## src/rtl/joy_poller.sv

```systemverilog
module joy_poller #(
  parameter int          CLK_HZ     = 50_000_000,
  parameter int          TIMEOUT_US = 100,
  parameter logic [7:0]  CMD        = 8'h01
) (
  input  logic        clk,
  input  logic        rst_n,
  input  logic        poll_start,
  input  logic        pad_in,
  output logic        pad_oe,
  output logic [15:0] buttons,
  output logic [7:0]  joy_x,
  output logic [7:0]  joy_y,
  output logic        done,
  output logic        timeout_err
);

  localparam int US  = CLK_HZ / 1_000_000;
  localparam int BIT = 4 * US;
  localparam int TO  = TIMEOUT_US * US;
  localparam int CW  = $clog2(TO + BIT + 1);
  localparam logic [CW-1:0] T1   = CW'(US);
  localparam logic [CW-1:0] T3   = CW'(3 * US);
  localparam logic [CW-1:0] T1M  = CW'(US - 1);
  localparam logic [CW-1:0] T2M  = CW'(2 * US - 1);
  localparam logic [CW-1:0] TBM  = CW'(BIT - 1);
  localparam logic [CW-1:0] TTM  = CW'(TO - 1);

  typedef enum logic [1:0] {S_IDLE, S_TX, S_RXW, S_RXB} st_t;

  st_t            st;
  logic [1:0]     sync;
  logic           pad_q;
  logic [CW-1:0]  tcnt;
  logic [5:0]     bitcnt;
  logic [31:0]    shreg;

  wire fall    = pad_q & ~sync[1];
  wire stop    = (bitcnt == 6'd8);
  wire tx_bit  = stop ? 1'b1 : CMD[3'd7 - bitcnt[2:0]];
  wire [CW-1:0] low_len = tx_bit ? T1 : T3;

  assign pad_oe = (st == S_TX) && (tcnt < low_len);

  always_ff @(posedge clk) begin
    if (!rst_n) begin
      sync  <= 2'b11;
      pad_q <= 1'b1;
    end else begin
      sync  <= {sync[0], pad_in};
      pad_q <= sync[1];
    end
  end

  always_ff @(posedge clk) begin
    if (!rst_n) begin
      st          <= S_IDLE;
      tcnt        <= '0;
      bitcnt      <= '0;
      shreg       <= '0;
      buttons     <= '0;
      joy_x       <= '0;
      joy_y       <= '0;
      done        <= 1'b0;
      timeout_err <= 1'b0;
    end else begin
      done <= 1'b0;
      case (st)
        S_IDLE: if (poll_start) begin
          st          <= S_TX;
          tcnt        <= '0;
          bitcnt      <= '0;
          timeout_err <= 1'b0;
        end
        S_TX: begin
          if (stop && tcnt == T1M) begin
            st     <= S_RXW;
            tcnt   <= '0;
            bitcnt <= '0;
          end else if (tcnt == TBM) begin
            tcnt   <= '0;
            bitcnt <= bitcnt + 6'd1;
          end else begin
            tcnt <= tcnt + 1'b1;
          end
        end
        S_RXW: begin
          if (fall) begin
            st   <= S_RXB;
            tcnt <= '0;
          end else if (tcnt == TTM) begin
            st          <= S_IDLE;
            timeout_err <= 1'b1;
          end else begin
            tcnt <= tcnt + 1'b1;
          end
        end
        S_RXB: begin
          if (tcnt == T2M) begin
            tcnt <= '0;
            if (bitcnt == 6'd32) begin
              st      <= S_IDLE;
              done    <= 1'b1;
              buttons <= shreg[31:16];
              joy_x   <= shreg[15:8];
              joy_y   <= shreg[7:0];
            end else begin
              shreg  <= {shreg[30:0], sync[1]};
              bitcnt <= bitcnt + 6'd1;
              st     <= S_RXW;
            end
          end else begin
            tcnt <= tcnt + 1'b1;
          end
        end
        default: st <= S_IDLE;
      endcase
    end
  end

  logic [CW-1:0] oe_run;
  always_ff @(posedge clk) begin
    if (!rst_n) oe_run <= '0;
    else        oe_run <= pad_oe ? oe_run + 1'b1 : '0;
  end

  a_r2_low_max: assert property (@(posedge clk) disable iff (!rst_n)
    pad_oe |-> (oe_run < T3));
  a_r3_rx_released: assert property (@(posedge clk) disable iff (!rst_n)
    (st == S_RXW || st == S_RXB) |-> !pad_oe);
  a_r5_done_pulse: assert property (@(posedge clk) disable iff (!rst_n)
    done |=> !done);
  a_r5_done_no_err: assert property (@(posedge clk) disable iff (!rst_n)
    done |-> !timeout_err);
  a_r6_timeout_quiet: assert property (@(posedge clk) disable iff (!rst_n)
    $rose(timeout_err) |-> (!pad_oe && !done));
  a_r7_err_hold: assert property (@(posedge clk) disable iff (!rst_n)
    (timeout_err && !poll_start) |=> timeout_err);
  a_r8_idle_only_start: assert property (@(posedge clk) disable iff (!rst_n)
    (st != S_IDLE && poll_start) |=> !$rose(pad_oe) || st == S_TX);

endmodule

```

## config.mk

```make
export PLATFORM = sky130hd
export DESIGN_NAME = joy_poller
export DESIGN_NICKNAME = d
export VERILOG_FILES = /design/src/rtl/joy_poller.sv
export SDC_FILE = /design/constraint.sdc
export NUM_CORES = 1
export LEC_CHECK = 0
export ABC_CLOCK_PERIOD_IN_PS = 3850
export BUFFER_PORTS_ARGS = -buffer_cell sky130_fd_sc_hd__buf_2
export CORE_UTILIZATION = 60
export DETAILED_ROUTE_END_ITERATION = 8
export GPL_TIMING_DRIVEN = 0
export HOLD_SLACK_MARGIN = 0.08
export PLACE_DENSITY = 0.8
export SLEW_MARGIN = 10
export SYNTH_ARGS = -nofsm -noshare
export SYNTH_HDL_FRONTEND = slang
export SYNTH_SLANG_ARGS = --single-unit
```

## constraint.sdc

```tcl
create_clock -name clk -period 3.85 [get_ports clk]
set_clock_uncertainty 0.15 [all_clocks]
set_input_delay 0.5775 -clock clk [delete_from_list [all_inputs] [get_ports clk]]
set_output_delay 0.5775 -clock clk [all_outputs]
set_load 0.03 [all_outputs]
```

# Word level (Yosys, flattened, before mapping)
# Memory sizes are Yosys's and may differ from the RTL's.
# Index checks and enable logic that the tools add are counted.
totals:
  register_bits: 90
  romBits: 8
  input_bits: 4
  wordCells: 78
  n_memories: 1
op_classes:
  addsub: 3
  magnitude_cmp: 2
  eq_ne: 18
  n_mux: 28
  bitwise_logic: 3
  reduce_logical: 12
mem_list:
  columns: ["name", "depth", "word_bits", "rd", "rd_clocked_by_memory_dff", "wr", "line", "text"]
  rows:
  - ["(no name shown)", 8, 1, 1, 0, 0, "40", "wire tx_bit = stop ? 1'b1 : CMD[3'd7 - bitcnt[2:0]];"]
op_table:
  columns: ["operator", "count"]
  rows:
  - ["13-bit 2-to-1 mux", 6]
  - ["13-bit one-hot mux with 4 select lines", 1]
  - ["6-bit 2-to-1 mux", 5]
  - ["6-bit one-hot mux with 3 select lines", 1]
  - ["13-bit by 1-bit adder with 13-bit output (second input constant)", 1]
  - ["13-bit == test (second input constant)", 1]
  - ["13-bit by 6-bit == test with 1-bit output (second input constant)", 1]
  - ["13-bit by 7-bit == test with 1-bit output (second input constant)", 1]
  - ["13-bit by 8-bit == test with 1-bit output (second input constant)", 1]
  - ["13-bit by 8-bit < comparator with 1-bit output", 1]
  - ["2-bit 2-to-1 mux", 6]
  - ["2-bit inequality test (second input constant)", 5]
  - ["3-bit AND reduction", 3]
  - ["8-bit 2-to-1 mux", 1]
  - ["2-bit one-hot mux with 4 select lines", 1]
  - ["4-bit AND reduction", 2]
  - ["6-bit by 1-bit adder with 6-bit output (second input constant)", 1]
  - ["6-bit by 4-bit == test with 1-bit output (second input constant)", 1]
  - ["6-bit == test (second input constant)", 1]
  - ["1-bit 2-to-1 mux", 6]
  - ["3-bit inequality test (second input constant)", 2]
  - ["5-bit AND reduction", 1]
  - ["2-bit == test (second input constant)", 2]
  - ["3-bit by 4-bit < comparator with 1-bit output (second input constant)", 1]
  - ["other kinds (12)", 14]

# Longest topological paths before layout
# Gate-level depths: netlist of run 1.
depth:
  depth_word: 7
  mapped_depth: 9

# Least setup slack after synthesis of run 1
# OpenSTA, ideal clock, no wires.
synth_timing:
  kind: "register -> output"
  start: "register bitcnt[0]"
  end: "output port pad_oe"
  arrival_time_ps: 2257
  slack_ps: 865
  stages_incl_launch_ff: 10
  path_buffers: 0
  cell_sequence: "dfxtp_1 inv_1 ha_1 nor3b_1 a21o_1 ha_1 a211o_1 a311o_1 nand2_1 and4b_1"
synth_via:
  elab_chain_len: 7
  word_cells_on_any_way: 8
  classes_between: "add/sub: 1; order compare: 1; eq/ne: 1; mux: 3; reduce/logical: 1; memory: 1"
synth_lines:
  columns: ["element", "line", "text"]
  rows:
  - ["start, declared", "35", "logic [5:0] bitcnt;"]
  - ["start signal, assigned", "82", "bitcnt <= bitcnt + 6'd1;"]
  - ["start signal, assigned", "109", "bitcnt <= bitcnt + 6'd1;"]
  - ["3-bit subtractor", "40", null]
  - ["memory 8 x 1 bit", null, null]
  - ["1-bit 2-to-1 mux (implied by the code)", "40", null]
  - ["1-bit 2-to-1 mux *", "40", null]
  - ["8-bit 2-to-1 mux *", "41", "wire [CW-1:0] low_len = tx_bit ? T1 : T3;"]
  - ["13-bit by 8-bit < comparator with 1-bit output *", "43", "assign pad_oe = (st == S_TX) && (tcnt < low_len);"]
  - ["1-bit logical AND *", "43", null]
  - ["end, declared", "10", "output logic pad_oe,"]
# Mark *: on every way between the ends. The rest lies on a longest branch, timed or not. The select of a mux whose other input is x is not followed.

# Final worst setup path of run 1
# Same ends and word-level chain as after synthesis.

==> results.cfg, run 1 <==
[outcome]
status = complete, no violations

[yosys]
syn_avg_cell_area_um2 = 8.25
yosysSeqAreaShare = 0.471
yosysTopAreaCell = dfxtp_1
ys_types = 60
yosys_warnings = 0
synthesis.nets = 476
async_reset_ff_frac = 0
mappedNetlistArea_um2 = 3830
synth_edf_count = 0
synth_cells = 464
synth_top_area_frac = 0.471
yosys_register_bits = 90
synthFlopType = dfxtp_1
synth_area_leaders = dfxtp_1 (47%), nand2_1 (14%), a21oi_1 (9.4%)

[setup_path]
cpMaxStageDelayCell = nor3b_1
path_delay_family = compound AO/OA/AOI/OAI gates
worstPathArrival_ns = 2.86
critPathMaxStageDelay_ns = 0.40
crit_type = reg2out
worst_path_most_repeated_cell = ha_1
cp-startpoint = bitcnt[0]
crit_buf_inv = 2
cp-end-kind = output pin
critPathRequiredTime_ns = 3.12
cp-start-kind = register
crit_path_cell_trace = inv_1 -> ha_1 -> nor3b_1 -> a21o_1 -> ha_1 -> a211o_1 -> a311o_1 -> nand2_1 -> and4b_1 -> buf_2
worstPathMaxFanout = 4
r2r_start = tcnt[0]

[cells_and_area]
utilization = 0.713
drive_gt1_frac = 0.178
final_cell_mix = nand2_1 (143), dfxtp_1 (90), a21oi_1 (72), buf_2 (45), nor2_1 (18)
area_delta_synth_final_pct = 12.3
mostFrequentLayoutCell = nand2_1
fillCellCount = 484
fin_cells = 593
design_area_um2 = 4300
diodes = 0
nets = 525

[floorplan]
start_util = 0.635
pin_count = 39
row_count = 28
core_um2 = 6030
die_area_um2 = 6700
die_y_um = 81.9
die_w_um = 81.9

[power_and_ir_drop]
p_sw_frac = 0.320
p_per_area_nw_per_um2 = 465
clockPowerShare = 0.306
finalPower_mw = 2.00
leakagePower_nw = 1.63
internal_power_mw = 1.36
seq_power_share = 0.494
p_sw_mw = 0.639
combPwrFrac = 0.201
max-vdd-ir-drop_mv = 0.317

[route]
vias = 3241
drcViolationCount = 0
drtIter0Drc = 125
first_pass_iters = 4
wl_per_cell_um = 13.3
routed_wl_um = 7910
avgViaCountPerCell = 5.47
drtAntennaViolNets = 0

[flow_run]
max_cap_violations = 0

[clock_network]
clockBufferDepth = 2
hold_buffers = 0
clkSlewWorstSetupHoldPaths_ns = 0.09
cts-root-buf = clkbuf_8
cts_buffers = 9
cts.htree.levels = 3
cts_tree = done
ctsResizeCount = 0
post_cts_buffers = 0
clock-sinks = 90
insertion_delay_ns = 0.37

[placement]
dp.cells = 577
postPlaceCellArea_um2 = 4110
io_buffers = 38
place.gp.congestion = 0.910
dp_hpwl_um = 5700
place_ws_ns = 0.686

[sta]
hold_violations = 0
whs_ns = 0.242
worst_pin_slew_ns = 0.537
slew_viol_final = 0
setup_slack_ns = 0.261
period_minus_slack_ns = 3.59
clock.fmax_mhz = 279
setup_viol = 0
rsz0062_at_grt = no
tns_ns = 0
slew_headroom = 0.642
period_share = 0.932

[global_routing]
grt_use_total = 0.258
antenna_found_initial = 0
grt_pass1_wl_um = 13200
grt_pass1_vias = 2933
grt-ovfl-total = 0
grt_max_degree = 18

[min_path]
min_from = pad_in
worstHoldPathType = in2reg
## power groups by stage
stage	logic [mW]	registers [mW]	clock network, mW
final	0.401	0.986	0.610
after global placement	0.389	1.00	0
after CTS	0.397	0.985	0.617
after global routing	0.442	0.989	0.658
after detailed placement	0.395	1.01	0
after floorplan	0.316	1.00	0
## logic make-up (layout without fill, tap and decap cells)
| family | after synthesis | count (layout) | share of synthesized area |
|---|---|---|---|
| flip-flops | 90 | 90 | 0.471 |
| AND/OR/NAND/NOR | 221 | 221 | 0.267 |
| multiplexers | 2 | 2 | 0.00523 |
| AO/OA/AOI/OAI | 102 | 102 | 0.162 |
| adder cells (fa/ha/maj) | 8 | 8 | 0.0261 |
| buffers and inverters | 34 | 88 | 0.0523 |
| XOR/XNOR | 7 | 7 | 0.0160 |
## cell usage after synthesis, drive strengths merged, types with 2 or more instances
cell,number
a21oi,72
a22o,2
and2,2
and2b,2
and3,5
buf,12
clkbuf,13
dfxtp,90
ha,8
inv,8
mux2i,2
nand2,144
nand2b,7
nand3,9
nand3b,3
nand4,2
nand4b,3
nor2,19
nor3,2
o2111ai,3
o211ai,3
o21a,2
o21ai,9
o32ai,2
or2,7
or3,4
or4,4
xor2,6
## sequential cells by signal (all words and copies together), names as in the netlist
register,count
st,2
bitcnt,6
joy_y,8
joy_x,8
timeout_err,1
buttons,16
sync,2
tcnt,13
pad_q,1
shreg,32
done,1
## final cells by class
type | instances | area (um2) | area share
inverters | 8 | 30.0 | 0.00698
clock buffers | 9 | 124 | 0.0288
repair buffers | 38 | 190 | 0.0442
multi-input cells | 340 | 1830 | 0.425
clock inverters | 7 | 62.6 | 0.0146
flip-flops and latches | 90 | 1800 | 0.419
well taps | 75 | 93.8 | 0.0218
plain buffers | 26 | 170 | 0.0396
## path summary, 6_finish.rpt
check / endpoint / slack (ns) / cells past startpoint
setup / recovery: pad_oe / 0.26 / 10
hold / removal: sync[0] / 0.24 / 2
setup reg to reg: tcnt[3] / 0.91 / 7
hold reg to reg: sync[1] / 0.27 / 1
## layer usage
metal / share of wire / up-vias / GRT usage
li1: - / 1664 / -
met1: 0.48 / 1495 / 0.333
met2: 0.46 / 72 / 0.416
met3: 0.040 / 10 / 0.0544
met4: 0.014 / 0 / 0.107
met5: 0 / - / 0
(Power assumes the default switching activity.)
==> run 2: changes to the inputs <==
Settings changed: RECOVER_POWER set to 100.
==> run 2 against run 1 <==
  * Design area down 2.9%
  * Sequential power about the same
  * Sequential share of layout area up 1.2 points
  * Highest routed layer unchanged
  * Count of clock-buffer cells in the layout unchanged
  * Clock power down 0.8%
==> results.cfg, run 2 (same netlist as run 1, synthesis figures left out) <==
[flow_run]
max_cap_violations = 0

[cells_and_area]
nets = 525
final_cell_mix = nand2_1 (143), dfxtp_1 (90), a21oi_1 (72), clkbuf_1 (55), nor2_1 (19)
design_area_um2 = 4180
utilization = 0.693
area_delta_synth_final_pct = 9.09
diodes = 0
top_regs = shreg x32, buttons x16, tcnt x13
fillCellCount = 528
drive_gt1_frac = 0.0811
max_flop_register = shreg
largest_reg_flops = 32
mostFrequentLayoutCell = nand2_1

[floorplan]
pin_count = 39
die_y_um = 81.9
core_um2 = 6030
row_count = 28
start_util = 0.635
die_area_um2 = 6700
die_w_um = 81.9

[route]
first_pass_iters = 4
drtAntennaViolNets = 0
vias = 3240
drcViolationCount = 0
wl_per_cell_um = 13.3
routed_wl_um = 7880
avgViaCountPerCell = 5.46
drtIter0Drc = 121

[setup_path]
critPathMaxStageDelay_ns = 0.42
cp-startpoint = bitcnt[0]
critPathRequiredTime_ns = 3.12
ff2ff_setup_slack_ns = 0.55
cp-end-kind = output pin
crit_path_cell_trace = inv_1 -> ha_1 -> nor3b_1 -> a21o_1 -> ha_1 -> a211o_1 -> a311o_1 -> nand2_1 -> and4b_1 -> clkbuf_2
cp-start-kind = register
rr_endpoint = tcnt[3]
r2r_start = tcnt[0]
worstPathArrival_ns = 2.89
crit_type = reg2out
ff2ff_path_depth = 7
worst_path_most_repeated_cell = ha_1
worstPathMaxFanout = 4
cpMaxStageDelayCell = nor3b_1

[clock_network]
cts.htree.levels = 3
cts-root-buf = clkbuf_8
cts_buffers = 9
cts_tree = done
hold_buffers = 0
clock-sinks = 90
clockBufferDepth = 2
ctsResizeCount = 0
post_cts_buffers = 0
clkSlewWorstSetupHoldPaths_ns = 0.09
insertion_delay_ns = 0.36

[global_routing]
grt_use_total = 0.258
grt_pass1_wl_um = 13200
grt-ovfl-total = 0
grt_max_degree = 18
grt_pass1_vias = 2933
antenna_found_initial = 0

[sta]
rsz0062_at_grt = no
whs_ns = 0.246
setup_viol = 0
slew_headroom = 0.461
tns_ns = 0
period_minus_slack_ns = 3.62
worst_pin_slew_ns = 0.804
clock.fmax_mhz = 277
period_share = 0.939
hold_violations = 0
slew_viol_final = 0

[min_path]
worstHoldPathType = in2reg
hold_path_end = sync[0]
min_from = pad_in
hold_depth = 2

[placement]
postPlaceCellArea_um2 = 4110
dp_hpwl_um = 5700
io_buffers = 38
place.gp.congestion = 0.910

[power_and_ir_drop]
internal_power_mw = 1.34
leakagePower_nw = 1.42
combPwrFrac = 0.184
p_sw_frac = 0.315
p_per_area_nw_per_um2 = 467
clockPowerShare = 0.310
finalPower_mw = 1.95
p_sw_mw = 0.614
max-vdd-ir-drop_mv = 0.313
seq_power_share = 0.506

[outcome]
status = complete, no violations
==> run 2: cell count changes in the layout (fill, tap and decap cells not counted), sizes merged <==
cell	delta
buf	-45
clkbuf	+45
==> run 2: cell type report <==
type                            instances  area [um2]  share of cell area
Timing Repair Buffer                   38         146              0.0351
Buffer                                 26         134              0.0321
Multi-Input combinational cell        340        1780               0.427
Clock inverter                          7        62.6              0.0150
Tap cell                               75        93.8              0.0225
Clock buffer                            9         124              0.0297
Inverter                                8        30.0             0.00719
Sequential cell                        90        1800               0.431
==> run 2: per-layer routing <==
metal	vias to the layer above	track usage	wire [um]
met1	1509	0.333	3830
met2	58	0.416	3640
met5	-	0	0
li1	1663	-	-
met4	0	0.107	104
met3	10	0.0544	305
==> run 2: through the flow <==
step                      worst slack [ns]  cells
after global placement               0.682    577
final                                0.234    593
after detailed placement             0.686    577
after global routing                0.0999    593
after floorplan                      0.865    464
after CTS                            0.265    593
==> run 2: worst max-delay path by stage <==
| stage | cells after the start | end | slack [ns] |
|---|---|---|---|
| finish | 10 | pad_oe | 0.23 |
| floorplan | 9 | pad_oe | 0.87 |
| detailed placement | 10 | pad_oe | 0.69 |
| global route | 10 | pad_oe | 0.1 |
| CTS | 10 | pad_oe | 0.27 |
| global placement | 10 | pad_oe | 0.68 |
==> run 2: worst max-delay path, delay by kind of cell (launching register included) <==
| kind | cells | cell delay (ns) |
|---|---|---|
| adder cells (fa/ha/maj) | 2 | 0.37 |
| AND/OR/NAND/NOR | 3 | 0.66 |
| flip-flops | 1 | 0.35 |
| buffers and inverters | 2 | 0.28 |
| AO/OA/AOI/OAI | 3 | 0.88 |
==> run 2: power groups by stage <==
stage,sequential [mW],combinational [mW],clock (mW)
3_3_place_gp,1.00,0.389,0
4_1_cts,0.985,0.397,0.617
6_report,0.987,0.358,0.605
3_5_place_dp,1.01,0.395,0
2_1_floorplan,1.00,0.316,0
5_1_grt,0.989,0.400,0.658
==> run 3: changes to the inputs <==
Settings changed: CELL_PAD_IN_SITES_DETAIL_PLACEMENT set to 0, CELL_PAD_IN_SITES_GLOBAL_PLACEMENT set to 2, CORE_UTILIZATION 60 to 38, PLACE_DENSITY 0.8 to 0.83.
==> run 3 against run 2 <==
  * Non-clock buffer count unchanged
  * Highest routed layer unchanged
  * Register-to-register slack hardly changed
  * Hold slack worse by 0.0067 ns
  * Via count down 1.5%
  * Largest cell class unchanged
  * Global-route usage down 8.0 points
  * Power rose by 3.0%
  * Critical path depth stayed put
  * First-iteration DRC count down 21%
==> results.cfg, run 3 (same netlist as run 1, synthesis figures left out) <==
[outcome]
status = complete, no violations

[setup_path]
cp-end-kind = output pin
rr_endpoint = tcnt[5]
crit_type = reg2out
ff2ff_path_depth = 7
r2r_start = tcnt[1]
cp-startpoint = bitcnt[0]
worstPathArrival_ns = 2.75
critPathCapture = pad_oe
cp-start-kind = register
worstPathMaxFanout = 4
critPathRequiredTime_ns = 3.12
ff2ff_setup_slack_ns = 0.54

[floorplan]
row_count = 36
start_util = 0.392
pin_count = 39
die_area_um2 = 10500
die_y_um = 102
die_w_um = 102
core_um2 = 9770

[clock_network]
clkSlewWorstSetupHoldPaths_ns = 0.09
clock-sinks = 90
cts_tree = done
cts-root-buf = clkbuf_8
hold_buffers = 0
cts.htree.levels = 3
insertion_delay_ns = 0.36
clockBufferDepth = 2
cts_buffers = 9

[cells_and_area]
largest_reg_flops = 32
drive_gt1_frac = 0.0811
mostFrequentLayoutCell = nand2_1
nets = 525
fin_cells = 651
final_cell_mix = nand2_1 (143), dfxtp_1 (90), a21oi_1 (72), clkbuf_1 (56), nor2_1 (19)
top_regs = shreg x32, buttons x16, tcnt x13
max_flop_register = shreg
area_delta_synth_final_pct = 11.3
diodes = 0
fillCellCount = 1067

[flow_run]
max_cap_violations = 0

[global_routing]
grt_use_total = 0.178
grt-ovfl-total = 0
grt_pass1_vias = 2842
grt_max_degree = 15
grt_pass1_wl_um = 14000
antenna_found_initial = 0

[sta]
rsz0062_at_grt = no
slew_headroom = 0.488
worst_pin_slew_ns = 0.763
setup_viol = 0
tns_ns = 0
period_minus_slack_ns = 3.47
hold_violations = 0
clock.fmax_mhz = 288
setup_slack_ns = 0.377
slew_viol_final = 0
period_share = 0.902

[route]
wl_per_cell_um = 13.3
avgViaCountPerCell = 4.90
drcViolationCount = 0
drtAntennaViolNets = 0
routed_wl_um = 8650
vias = 3191
drtIter0Drc = 96
first_pass_iters = 5

[placement]
place_ws_ns = 0.590
dp_hpwl_um = 6130
dp.cells = 635
io_buffers = 38
place.gp.congestion = 0.743

[min_path]
worstHoldPathType = in2reg

[power_and_ir_drop]
max-vdd-ir-drop_mv = 0.179
p_per_area_nw_per_um2 = 471
leakagePower_nw = 1.44
## run 3: critical path, cell delays in order, from the launching register on
cell and delay, ns:
dfxtp_1 0.34, inv_1 0.08, ha_1 0.14, nor3b_2 0.28, a21o_1 0.22, ha_1 0.24, a211o_1 0.30, a311o_1 0.35
nand2_1 0.06, and4b_1 0.19, buf_2 0.20
## run 3: power by group
| group | leakage, nW | switching, mW | internal (mW) |
|---|---|---|---|
| logic | 0.609 | 0.233 | 0.136 |
| clock network | 0.103 | 0.338 | 0.316 |
| registers | 0.726 | 0.0297 | 0.955 |
| total | 1.44 | 0.601 | 1.41 |
## run 3: metal layers
| metal | share of wire | routed length, um | global-route usage |
|---|---|---|---|
| met5 | 0 | 0 | 0 |
| met4 | 0.026 | 229 | 0.0956 |
| met3 | 0.025 | 220 | 0.0287 |
| met2 | 0.44 | 3820 | 0.274 |
| met1 | 0.51 | 4380 | 0.238 |
## run 3: per-stage QoR
step	utilization	hold slack (ns)	total power, mW	instance area [um2]
3_5_place_dp	0.428	0.246	1.41	4190
6_report	0.436	0.239	2.01	4260
2_1_floorplan	-	0.236	1.32	3830
4_1_cts	0.448	0.227	2.07	4380
3_3_place_gp	0.428	0.243	1.42	4190
5_1_grt	0.436	0.229	2.11	4260
## run 3: area by class of cell
class                           count  area, um2  share of cell area
Timing Repair Buffer               38        146              0.0343
Sequential cell                    90       1800               0.423
Multi-Input combinational cell    340       1790               0.420
Inverter                            8       30.0             0.00704
Clock inverter                      5       53.8              0.0126
Tap cell                          133        166              0.0390
Buffer                             26        134              0.0314
Clock buffer                       11        141              0.0332
## run 3: what timing repair did
| item | in CTS | in global routing |
|---|---|---|
| setup endpoints to repair | 0 | 1 |
| gates resized for setup | 0 | 1 |
| setup buffers | 0 | 0 |
## run 3: how the worst min path moves through the flow
stage	slack, ns	from	endpoint	cells past startpoint
after floorplan	0.24	sync[0]	sync[1]	1
after global placement	0.24	sync[0]	sync[1]	1
after detailed placement	0.25	sync[0]	sync[1]	1
after CTS	0.23	pad_in	sync[0]	2
after global routing	0.23	pad_in	sync[0]	2
final	0.24	pad_in	sync[0]	2
